[src/rtl/mx_pkg.sv]
package mx_pkg;
  localparam int WORD_W  = 32;
  localparam int REG_W   = 5;
  localparam int IMM_W   = 16;
  localparam int KIND_W  = 3;
  localparam int STEP_W  = 2;

  localparam logic [KIND_W-1:0] K_NOP  = 3'd0;
  localparam logic [KIND_W-1:0] K_MOVE = 3'd1;
  localparam logic [KIND_W-1:0] K_LI   = 3'd2;
  localparam logic [KIND_W-1:0] K_ROR  = 3'd3;
  localparam logic [KIND_W-1:0] K_ADDK = 3'd4;

  localparam logic [5:0] OP_SPECIAL = 6'h00;
  localparam logic [5:0] OP_ADDI    = 6'h08;
  localparam logic [5:0] OP_ADDIU   = 6'h09;
  localparam logic [5:0] OP_ORI     = 6'h0D;
  localparam logic [5:0] OP_LUI     = 6'h0F;

  localparam logic [5:0] FN_SLL  = 6'h00;
  localparam logic [5:0] FN_SRL  = 6'h02;
  localparam logic [5:0] FN_ADD  = 6'h20;
  localparam logic [5:0] FN_ADDU = 6'h21;
  localparam logic [5:0] FN_OR   = 6'h25;

  typedef struct packed {
    logic [KIND_W-1:0] kind;
    logic [REG_W-1:0]  dst;
    logic [REG_W-1:0]  src;
    logic [WORD_W-1:0] operand;
  } macro_req_t;

  function automatic logic [WORD_W-1:0] enc_r(
    input logic [REG_W-1:0] rs, input logic [REG_W-1:0] rt,
    input logic [REG_W-1:0] rd, input logic [4:0] sh, input logic [5:0] fn);
    return {OP_SPECIAL, rs, rt, rd, sh, fn};
  endfunction

  function automatic logic [WORD_W-1:0] enc_i(
    input logic [5:0] op, input logic [REG_W-1:0] rs,
    input logic [REG_W-1:0] rt, input logic [IMM_W-1:0] imm);
    return {op, rs, rt, imm};
  endfunction
endpackage

[src/rtl/mx_plan.sv]
module mx_plan
  import mx_pkg::*;
(
  input  macro_req_t        req,
  output logic              fits,
  output logic [4:0]        amount,
  output logic [STEP_W-1:0] length
);
  localparam int HI_W = WORD_W - IMM_W + 1;

  logic [HI_W-1:0] upper;
  assign upper  = req.operand[WORD_W-1:IMM_W-1];
  assign fits   = (&upper) | ~(|upper);
  assign amount = req.operand[4:0];

  always_comb begin
    unique case (req.kind)
      K_LI:    length = fits ? 2'd1 : 2'd2;
      K_ROR:   length = (amount == 5'd0) ? 2'd1 : 2'd3;
      K_ADDK:  length = fits ? 2'd1 : 2'd3;
      default: length = 2'd1;
    endcase
  end
endmodule

[src/rtl/mx_encode.sv]
module mx_encode
  import mx_pkg::*;
#(
  parameter logic [REG_W-1:0] SCRATCH = 5'd1
) (
  input  macro_req_t        req,
  input  logic              fits,
  input  logic [4:0]        amount,
  input  logic [STEP_W-1:0] step,
  output logic [WORD_W-1:0] word
);
  localparam logic [REG_W-1:0] ZERO_REG = '0;

  logic [IMM_W-1:0] lo_half, hi_half;
  logic [4:0]       back_amt;

  assign lo_half  = req.operand[IMM_W-1:0];
  assign hi_half  = req.operand[WORD_W-1:IMM_W];
  assign back_amt = 5'd0 - amount;

  always_comb begin
    word = '0;
    unique case (req.kind)
      K_MOVE: word = enc_r(ZERO_REG, req.src, req.dst, 5'd0, FN_ADD);
      K_LI: begin
        if (fits)              word = enc_i(OP_ADDI, ZERO_REG, req.dst, lo_half);
        else if (step == 2'd0) word = enc_i(OP_LUI, ZERO_REG, req.dst, hi_half);
        else                   word = enc_i(OP_ORI, req.dst, req.dst, lo_half);
      end
      K_ROR: begin
        if (amount == 5'd0)    word = enc_r(req.dst, ZERO_REG, req.dst, 5'd0, FN_ADD);
        else if (step == 2'd0) word = enc_r(ZERO_REG, req.dst, SCRATCH, amount, FN_SRL);
        else if (step == 2'd1) word = enc_r(ZERO_REG, req.dst, req.dst, back_amt, FN_SLL);
        else                   word = enc_r(req.dst, SCRATCH, req.dst, 5'd0, FN_OR);
      end
      K_ADDK: begin
        if (fits)              word = enc_i(OP_ADDIU, req.src, req.dst, lo_half);
        else if (step == 2'd0) word = enc_i(OP_LUI, ZERO_REG, SCRATCH, hi_half);
        else if (step == 2'd1) word = enc_i(OP_ORI, SCRATCH, SCRATCH, lo_half);
        else                   word = enc_r(req.src, SCRATCH, req.dst, 5'd0, FN_ADDU);
      end
      default: word = '0;
    endcase
  end
endmodule

[src/rtl/macro_expander.sv]
module macro_expander
  import mx_pkg::*;
#(
  parameter logic [REG_W-1:0] SCRATCH = 5'd1
) (
  input  logic              clk,
  input  logic              rst_n,
  input  logic              req_valid,
  output logic              req_ready,
  input  logic [KIND_W-1:0] req_kind,
  input  logic [REG_W-1:0]  req_dst,
  input  logic [REG_W-1:0]  req_src,
  input  logic [WORD_W-1:0] req_operand,
  output logic              out_valid,
  input  logic              out_ready,
  output logic [WORD_W-1:0] out_word,
  output logic              out_last
);
  macro_req_t        held_q;
  logic              busy_q;
  logic [STEP_W-1:0] step_q;
  logic              fits;
  logic [4:0]        amount;
  logic [STEP_W-1:0] length;
  logic              take_req, take_out;

  mx_plan u_plan (
    .req(held_q), .fits(fits), .amount(amount), .length(length)
  );

  mx_encode #(.SCRATCH(SCRATCH)) u_encode (
    .req(held_q), .fits(fits), .amount(amount), .step(step_q), .word(out_word)
  );

  assign req_ready = ~busy_q;
  assign out_valid = busy_q;
  assign out_last  = busy_q && (step_q == length - 2'd1);
  assign take_req  = req_valid && req_ready;
  assign take_out  = out_valid && out_ready;

  always_ff @(posedge clk) begin
    if (!rst_n) begin
      busy_q <= 1'b0;
      step_q <= '0;
      held_q <= '0;
    end else if (take_req) begin
      busy_q <= 1'b1;
      step_q <= '0;
      held_q <= '{kind: req_kind, dst: req_dst, src: req_src, operand: req_operand};
    end else if (take_out) begin
      if (out_last) begin
        busy_q <= 1'b0;
        step_q <= '0;
      end else begin
        step_q <= step_q + 2'd1;
      end
    end
  end

  assert_accept_starts_R1: assert property (@(posedge clk) disable iff (!rst_n)
    take_req |=> (out_valid && !req_ready));

  assert_hold_under_stall_R2: assert property (@(posedge clk) disable iff (!rst_n)
    (out_valid && !out_ready) |=> (out_valid && $stable(out_word) && $stable(out_last)));

  assert_drop_after_last_R3: assert property (@(posedge clk) disable iff (!rst_n)
    (take_out && out_last) |=> (!out_valid && req_ready));

  assert_step_in_range_R3: assert property (@(posedge clk) disable iff (!rst_n)
    out_valid |-> (step_q < length));

  assert_nop_zero_R4: assert property (@(posedge clk) disable iff (!rst_n)
    (out_valid && (held_q.kind == K_NOP)) |-> (out_word == '0 && out_last));

  assert_rotate_length_R9: assert property (@(posedge clk) disable iff (!rst_n)
    (out_valid && held_q.kind == K_ROR && amount != 5'd0 && step_q == 2'd0) |-> !out_last);
endmodule

[config.mk]
export PLATFORM = sky130hd
export DESIGN_NAME = macro_expander
export DESIGN_NICKNAME = d
export VERILOG_FILES = /design/src/rtl/mx_pkg.sv /design/src/rtl/mx_plan.sv /design/src/rtl/mx_encode.sv /design/src/rtl/macro_expander.sv
export SDC_FILE = /design/constraint.sdc
export NUM_CORES = 1
export LEC_CHECK = 0
export ABC_AREA = 1
export CAP_MARGIN = 20
export CELL_PAD_IN_SITES_DETAIL_PLACEMENT = 0
export CELL_PAD_IN_SITES_GLOBAL_PLACEMENT = 1
export CORE_MARGIN = 2
export CORE_UTILIZATION = 34
export CTS_BUF_LIST = sky130_fd_sc_hd__clkbuf_4
export CTS_CLUSTER_SIZE = 30
export DETAILED_ROUTE_END_ITERATION = 10
export PLACE_DENSITY = 0.9
export SYNTH_ARGS = -nofsm -noshare
export SYNTH_HDL_FRONTEND = slang
export SYNTH_HIERARCHICAL = 1
export SYNTH_SLANG_ARGS = --single-unit
[constraint.sdc]
create_clock -name clk -period 2.5 [get_ports clk]
set_clock_uncertainty 0.05 [all_clocks]
set_input_delay 0.25 -clock clk [delete_from_list [all_inputs] [get_ports clk]]
set_output_delay 0.25 -clock clk [all_outputs]
set_load 0.05 [all_outputs]
==> results of run 1 <==
-- flip-flops by register name, indices dropped and copies added, names as in the netlist --
| register | flops |
|---|---|
| held_q | 45 |
| out_valid | 1 |
| step_q | 2 |
-- area by class of cell --
| cell class | instances | share of cell area [%] |
|---|---|---|
| inverter | 46 | 4.072 |
| sequential | 48 | 21.12 |
| tap | 129 | 3.479 |
| clock inverter | 3 | 0.5663 |
| multi-input combinational | 412 | 43.77 |
| clock buffer | 5 | 0.8091 |
| timing repair buffer | 93 | 26.19 |
-- cell usage after synthesis (all sizes together) --
| library cell | count | area share [%] |
|---|---|---|
| clkbuf | 10 | 1.4 |
| nor3 | 3 | 0.46 |
| buf | 22 | 5.9 |
| nand3b | 11 | 2.6 |
| a21oi | 7 | 1.2 |
| or2 | 3 | 0.58 |
| nand3 | 58 | 9.0 |
| nand2 | 117 | 14 |
| nand4 | 11 | 2.1 |
| inv | 45 | 5.5 |
| o211ai | 6 | 1.4 |
| ha | 2 | 0.77 |
| conb | 1 | 0.12 |
| dfxtp | 48 | 30 |
| nor2 | 135 | 16 |
| clkinv | 1 | 0.12 |
| o21ai | 55 | 8.5 |
-- cell families after synthesis --
family / count (synthesis)
AND/OR/NAND/NOR: 338
adder cells (fa/ha/maj): 2
other: 1
flip-flops: 48
AO/OA/AOI/OAI: 68
buffers and inverters: 78
-- power by group --
| group | switching [mW] | internal [mW] |
|---|---|---|
| registers | 0.0766 | 0.833 |
| clock network | 0.285 | 0.120 |
| logic | 0.492 | 0.361 |
-- metrics by stage --
stage,instances,worst slack (ns),utilization [%],cell area (µm²)
floorplan,536,0.1314,-,3234
global placement,721,0.3129,46.91,4334
detailed placement,721,0.2669,46.91,4334
CTS,730,0.008418,48.03,4438
global route,736,-0.08829,50.21,4639
finish,736,0.008701,50.21,4639
-- worst paths after layout --
check / depth (start not counted) / end / from / slack (ns)
worst min-delay path: 3 / held_q[36]$_SDFFE_PN0P_ / req_src[4] / 0.38
worst max register to register: 12 / out_valid$_SDFFE_PN0P_ / held_q[43]$_SDFFE_PN0P_ / 0.85
worst max-delay path: 6 / out_word[7] / step_q[1]$_SDFFE_PP0P_ / 0.009
worst min register to register: 2 / held_q[8]$_SDFFE_PN0P_ / held_q[8]$_SDFFE_PN0P_ / 0.49
-- per-layer routing --
metal	global-route usage, %	share of wire [%]
met4	4.262	1.3
met1	26.48	46
met3	3.106	7.0
met2	31.02	46
met5	0	0
-- critical path: cells and delay by family (launching register included) --
family,cells,cell delay (ns)
buf+inv,2,0.43
simple gates,3,0.73
compound gates,1,0.28
flops,1,0.38
-- what timing repair did --
item	4_1_cts	5_1_grt
buffers inserted	1	4
resized for setup	11	41
gates cloned	0	2
endpoints found under the setup margin	22	27
pin swaps	1	17
hold endpoints to repair	0	0
==> metrics.yaml, run 1 <==
status:
  status: "finished, final reports clean"
timing:
  setup_viol: 0
  worst_hold_slack_ns: 0.3792
  hold_viol: 0
  max-slew-margin-rel_pct: 52.60
  rsz0062_at_grt: "true"
  min_period_ns: 2.491
  tightest_slew_ns: 0.7099
  finalMaxSlewViolations: 0
  timing.fmax_mhz: 401.4
  finalCritPeriodShare_pct: 99.65
  setup_tns_ns: 0
synth:
  synthXorXnorAreaFrac_pct: 0
  ys_seq_area_share_pct: 29.74
  synth.distinct_cells: 27
  yosys.area_share.adder_pct: 0.7746
  synth_compound_area_share_pct: 11.12
  yosys_warnings: 6
  syn_avg_cell_area_um2: 6.039
  synth-simple-area-share_pct: 45.31
  synth_top_family_by_area: "simple AND/OR/NAND/NOR gates"
  synthMuxAreaShare_pct: 0
  synth-seq-cells: 48
  netlist_area_um2: 3231
  syn_inst: 535
power:
  ir_drop_mv: 0.3118
  total_power_mw: 2.167
  p_leak_nw: 2.029
  power_density_nw_per_um2: 467.2
finish:
  nets: 657
  area_growth_pct: 43.61
  seq_area_um2: 979.7
  final_common_cell: "nor2_1"
  multi_input_area_um2: 2031
  fillers: 949
  antennaDiodeCount: 0
  mostFrequentLayoutCells: "127 x nor2_1, 102 x nand2_1, 51 x o21ai_0"
  drive_gt1_share_pct: 17.13
routing:
  viasPerCell: 5.010
  drt_pass1_iterations: 7
  drt-total-wl_mm: 10.05
  drc: 0
  drtIter0Drc: 236
  num_vias: 3687
  postRouteAntennaNets: 0
  avgRoutedWirePerCell_um: 13.65
cts:
  cts_sinks: 48
  cts_tree: "built"
  cts-hold-fix-buffers: 0
  clk_pin_slew_ns: 0.17
  cts_buffers: 5
  clk_latency_ns: 0.38
  clock_path_buffers: 2
  htreeDepth: 2
  cts.root.buffer_cell: "clkbuf_4"
die:
  start_util_pct: 34.96
  num_rows: 35
  die_h_um: 101.5
  die_area_um2: 10300
  die_x_um: 101.5
  core-area_um2: 9240
  num_io_pins: 84
global_routing:
  antenna_found_initial: 0
  grt_pass1_wl_mm: 15.93
  overflow: 0
  track_usage_pct: 19.04
  first_global_vias: 3368
  grt_start_max_net_pins: 47
placement:
  dp_hpwl_mm: 7.205
  gp_congestion: 0.8699
  portBuffers: 81
setup_path:
  cpPeakStageDelay_ns: 0.47
  worstSetupPathType: "flop to output pin"
  end_kind: "output pin"
  start_kind: "flop"
  path_cells: "nor2_4 -> inv_1 -> o21ai_0 -> nand2_1 -> nand2_2 -> buf_12"
  cp.arrival_ns: 2.19
  cp.required_ns: 2.20
  crit_fanout: 15
  slowest_stage: "nor2_4"
hold_path:
  hold_class: "input pin to flop"
job:
  maxCapViolations: 0
(Power assumes the default switching activity.)
==> run 2, diff against run 1 <==
- CTS_BUF_LIST: sky130_fd_sc_hd__clkbuf_4 -> sky130_fd_sc_hd__clkbuf_2 sky130_fd_sc_hd__clkbuf_4 sky130_fd_sc_hd__clkbuf_8
==> run 2 against run 1 <==
- routed wire length is 1.1% lower
- non-clock buffer count down 2
- cell area decreased by 2.2%
- final cell count shrank 0.41%
- flip-flop and latch count stayed put
- sequential share of layout area increased by 0.36 points
- global-route usage fell by 0.086 points
- maximum frequency increased by 3.3%
- critical endpoint is now out_word[6]
- largest power group unchanged
==> metrics.yaml, run 2 (same netlist as run 1, synthesis figures left out) <==
timing:
  max-slew-margin-rel_pct: 52.81  # was 52.60%
  min_period_ns: 2.413  # was 2.491 ns
  finalCritPeriodShare_pct: 96.50  # was 99.65%
  rsz0062_at_grt: "true"  # unchanged
  worst_hold_slack_ns: 0.4607  # was 0.3792 ns
  finalMaxSlewViolations: 0  # unchanged
  tightest_slew_ns: 0.7068  # was 0.7099 ns
  hold_viol: 0  # unchanged
  setup_viol: 0  # unchanged
  timing.fmax_mhz: 414.5  # was 401.4 MHz
global_routing:
  track_usage_pct: 18.96  # was 19.04%
  grt_start_max_net_pins: 47  # unchanged
  antenna_found_initial: 0  # unchanged
  first_global_vias: 3340  # was 3368
  grt_pass1_wl_mm: 15.84  # was 15.93 mm
  overflow: 0  # unchanged
finish:
  fin_cells: 733  # was 736
  area_growth_pct: 40.51  # was 43.61%
  drive_gt1_share_pct: 13.91  # was 17.13%
  final_common_cell: "nor2_1"  # unchanged
  antennaDiodeCount: 0  # unchanged
  largest_reg_flops: 45  # unchanged
  regMostFlops: "held_q"  # unchanged
  fillers: 953  # was 949
  nets: 654  # was 657
  mostFrequentLayoutCells: "131 x nor2_1, 107 x nand2_1, 54 x nand3_1"  # was 127 x nor2_1, 102 x nand2_1, 51 x o21ai_0
power:
  total_power_mw: 2.247  # was 2.167 mW
  p_leak_nw: 1.998  # was 2.029 nW
  power_density_nw_per_um2: 495.0  # was 467.2 nW/µm²
  ir_drop_mv: 0.3440  # was 0.3118 mV
routing:
  drc: 0  # unchanged
  avgRoutedWirePerCell_um: 13.55  # was 13.65 µm
  num_vias: 3651  # was 3687
  drt_pass1_iterations: 5  # was 7
  drt-total-wl_mm: 9.935  # was 10.05 mm
  viasPerCell: 4.981  # was 5.010
  postRouteAntennaNets: 0  # unchanged
  drtIter0Drc: 209  # was 236
setup_path:
  reg2reg_depth: 12  # unchanged
  crit_fanout: 19  # was 15
  cp.required_ns: 2.20  # about the same
  worstSetupPathType: "flop to output pin"  # unchanged
  end_kind: "output pin"  # unchanged
  cp.arrival_ns: 2.11  # was 2.19 ns
  start_kind: "flop"  # unchanged
die:
  die_h_um: 101.5  # unchanged
  num_rows: 35  # unchanged
  core-area_um2: 9240  # unchanged
  start_util_pct: 34.96  # unchanged
  die_area_um2: 10300  # unchanged
  die_x_um: 101.5  # unchanged
  num_io_pins: 84  # unchanged
hold_path:
  hold_depth: 3  # unchanged
  hold_class: "input pin to flop"  # unchanged
placement:
  portBuffers: 81  # unchanged
  gp_congestion: 0.8699  # unchanged
  dp_hpwl_mm: 7.205  # unchanged
  dp.cells: 721  # unchanged
cts:
  htreeDepth: 2  # unchanged
  clock_path_buffers: 2  # unchanged
  cts.root.buffer_cell: "clkbuf_8"  # was clkbuf_4
  cts_buffers: 5  # unchanged
  cts-hold-fix-buffers: 0  # unchanged
  cts_sinks: 48  # unchanged
  clk_pin_slew_ns: 0.10  # was 0.17 ns
  clk_latency_ns: 0.31  # was 0.38 ns
  cts_tree: "built"  # unchanged
job:
  maxCapViolations: 0  # unchanged
status:
  status: "finished, final reports clean"  # unchanged
run 2: cell types whose count changed in the layout (fill, tap and decap cells not counted), moves of 4 or more:
cell,delta
nand3_2,-7
nand2_1,+5
nand2_2,-4
clkbuf_4,-5
clkbuf_8,+5
nor2_1,+4
nand3_1,+7
run 2: through the flow:
stage          cell area, µm²  util [%]  setup TNS, ns  setup slack, ns
3_5_place_dp             4334     46.91              0           0.2669
4_1_cts                  4446     48.11              0         0.005369
5_1_grt                  4539     49.13        -0.1017         -0.02951
3_3_place_gp             4334     46.91              0           0.3129
2_1_floorplan            3234         -              0           0.1314
6_report                 4539     49.13              0          0.08745
run 2: critical path, stage by stage, from the launching register on:
cell	delay (ns)
dfxtp_1	0.41
nor2_1	0.07
nand2_1	0.06
nor2_1	0.04
nand3_1	0.13
nand2_2	0.12
inv_6	0.20
nand2_4	0.17
or2_1	0.27
nand3_1	0.07
nand2_1	0.10
buf_12	0.17
run 2: timing repair:
item | in CTS | in global routing
setup endpoints to repair | 13 | 24
pin swaps | 0 | 3
gates resized for setup | 4 | 23
setup buffers | 0 | 3
gates cloned | 0 | 1
run 2: power breakdown:
group | switching [mW] | internal, mW | total [mW]
combinational | 0.480 | 0.354 | 0.834
sequential | 0.0760 | 0.833 | 0.909
clock | 0.298 | 0.207 | 0.504
run 2: worst paths after layout:
| check | slack [ns] | to | from |
|---|---|---|---|
| worst max-delay path | 0.09 | out_word[6] | held_q[20]$_SDFFE_PN0P_ |
| worst min-delay path | 0.46 | held_q[36]$_SDFFE_PN0P_ | req_src[4] |
| worst max register to register | 0.86 | step_q[1]$_SDFFE_PP0P_ | held_q[43]$_SDFFE_PN0P_ |
| worst min register to register | 0.47 | held_q[8]$_SDFFE_PN0P_ | held_q[8]$_SDFFE_PN0P_ |
run 2: cell type report:
cell class / count / area [µm²] / area share (%)
well taps: 129 / 161.4 / 3.556
clock buffers: 5 / 68.82 / 1.516
inverters: 46 / 182.7 / 4.024
flip-flops and latches: 48 / 974.7 / 21.47
multi-input cells: 411 / 1926 / 42.42
clock inverters: 3 / 26.28 / 0.5788
repair buffers: 91 / 1200 / 26.43
run 2: layer usage:
| layer | GRT usage (%) | routed length [µm] |
|---|---|---|
| met1 | 26.52 | 4583 |
| met2 | 30.77 | 4565 |
| met3 | 2.968 | 678 |
| met4 | 4.262 | 108 |
| met5 | 0 | 0 |
==> run 3, diff against run 2 <==
- SLEW_MARGIN: unset -> 30
==> results of run 3 <==
The final DEF is identical to that of run 2; final timing and power are the same.
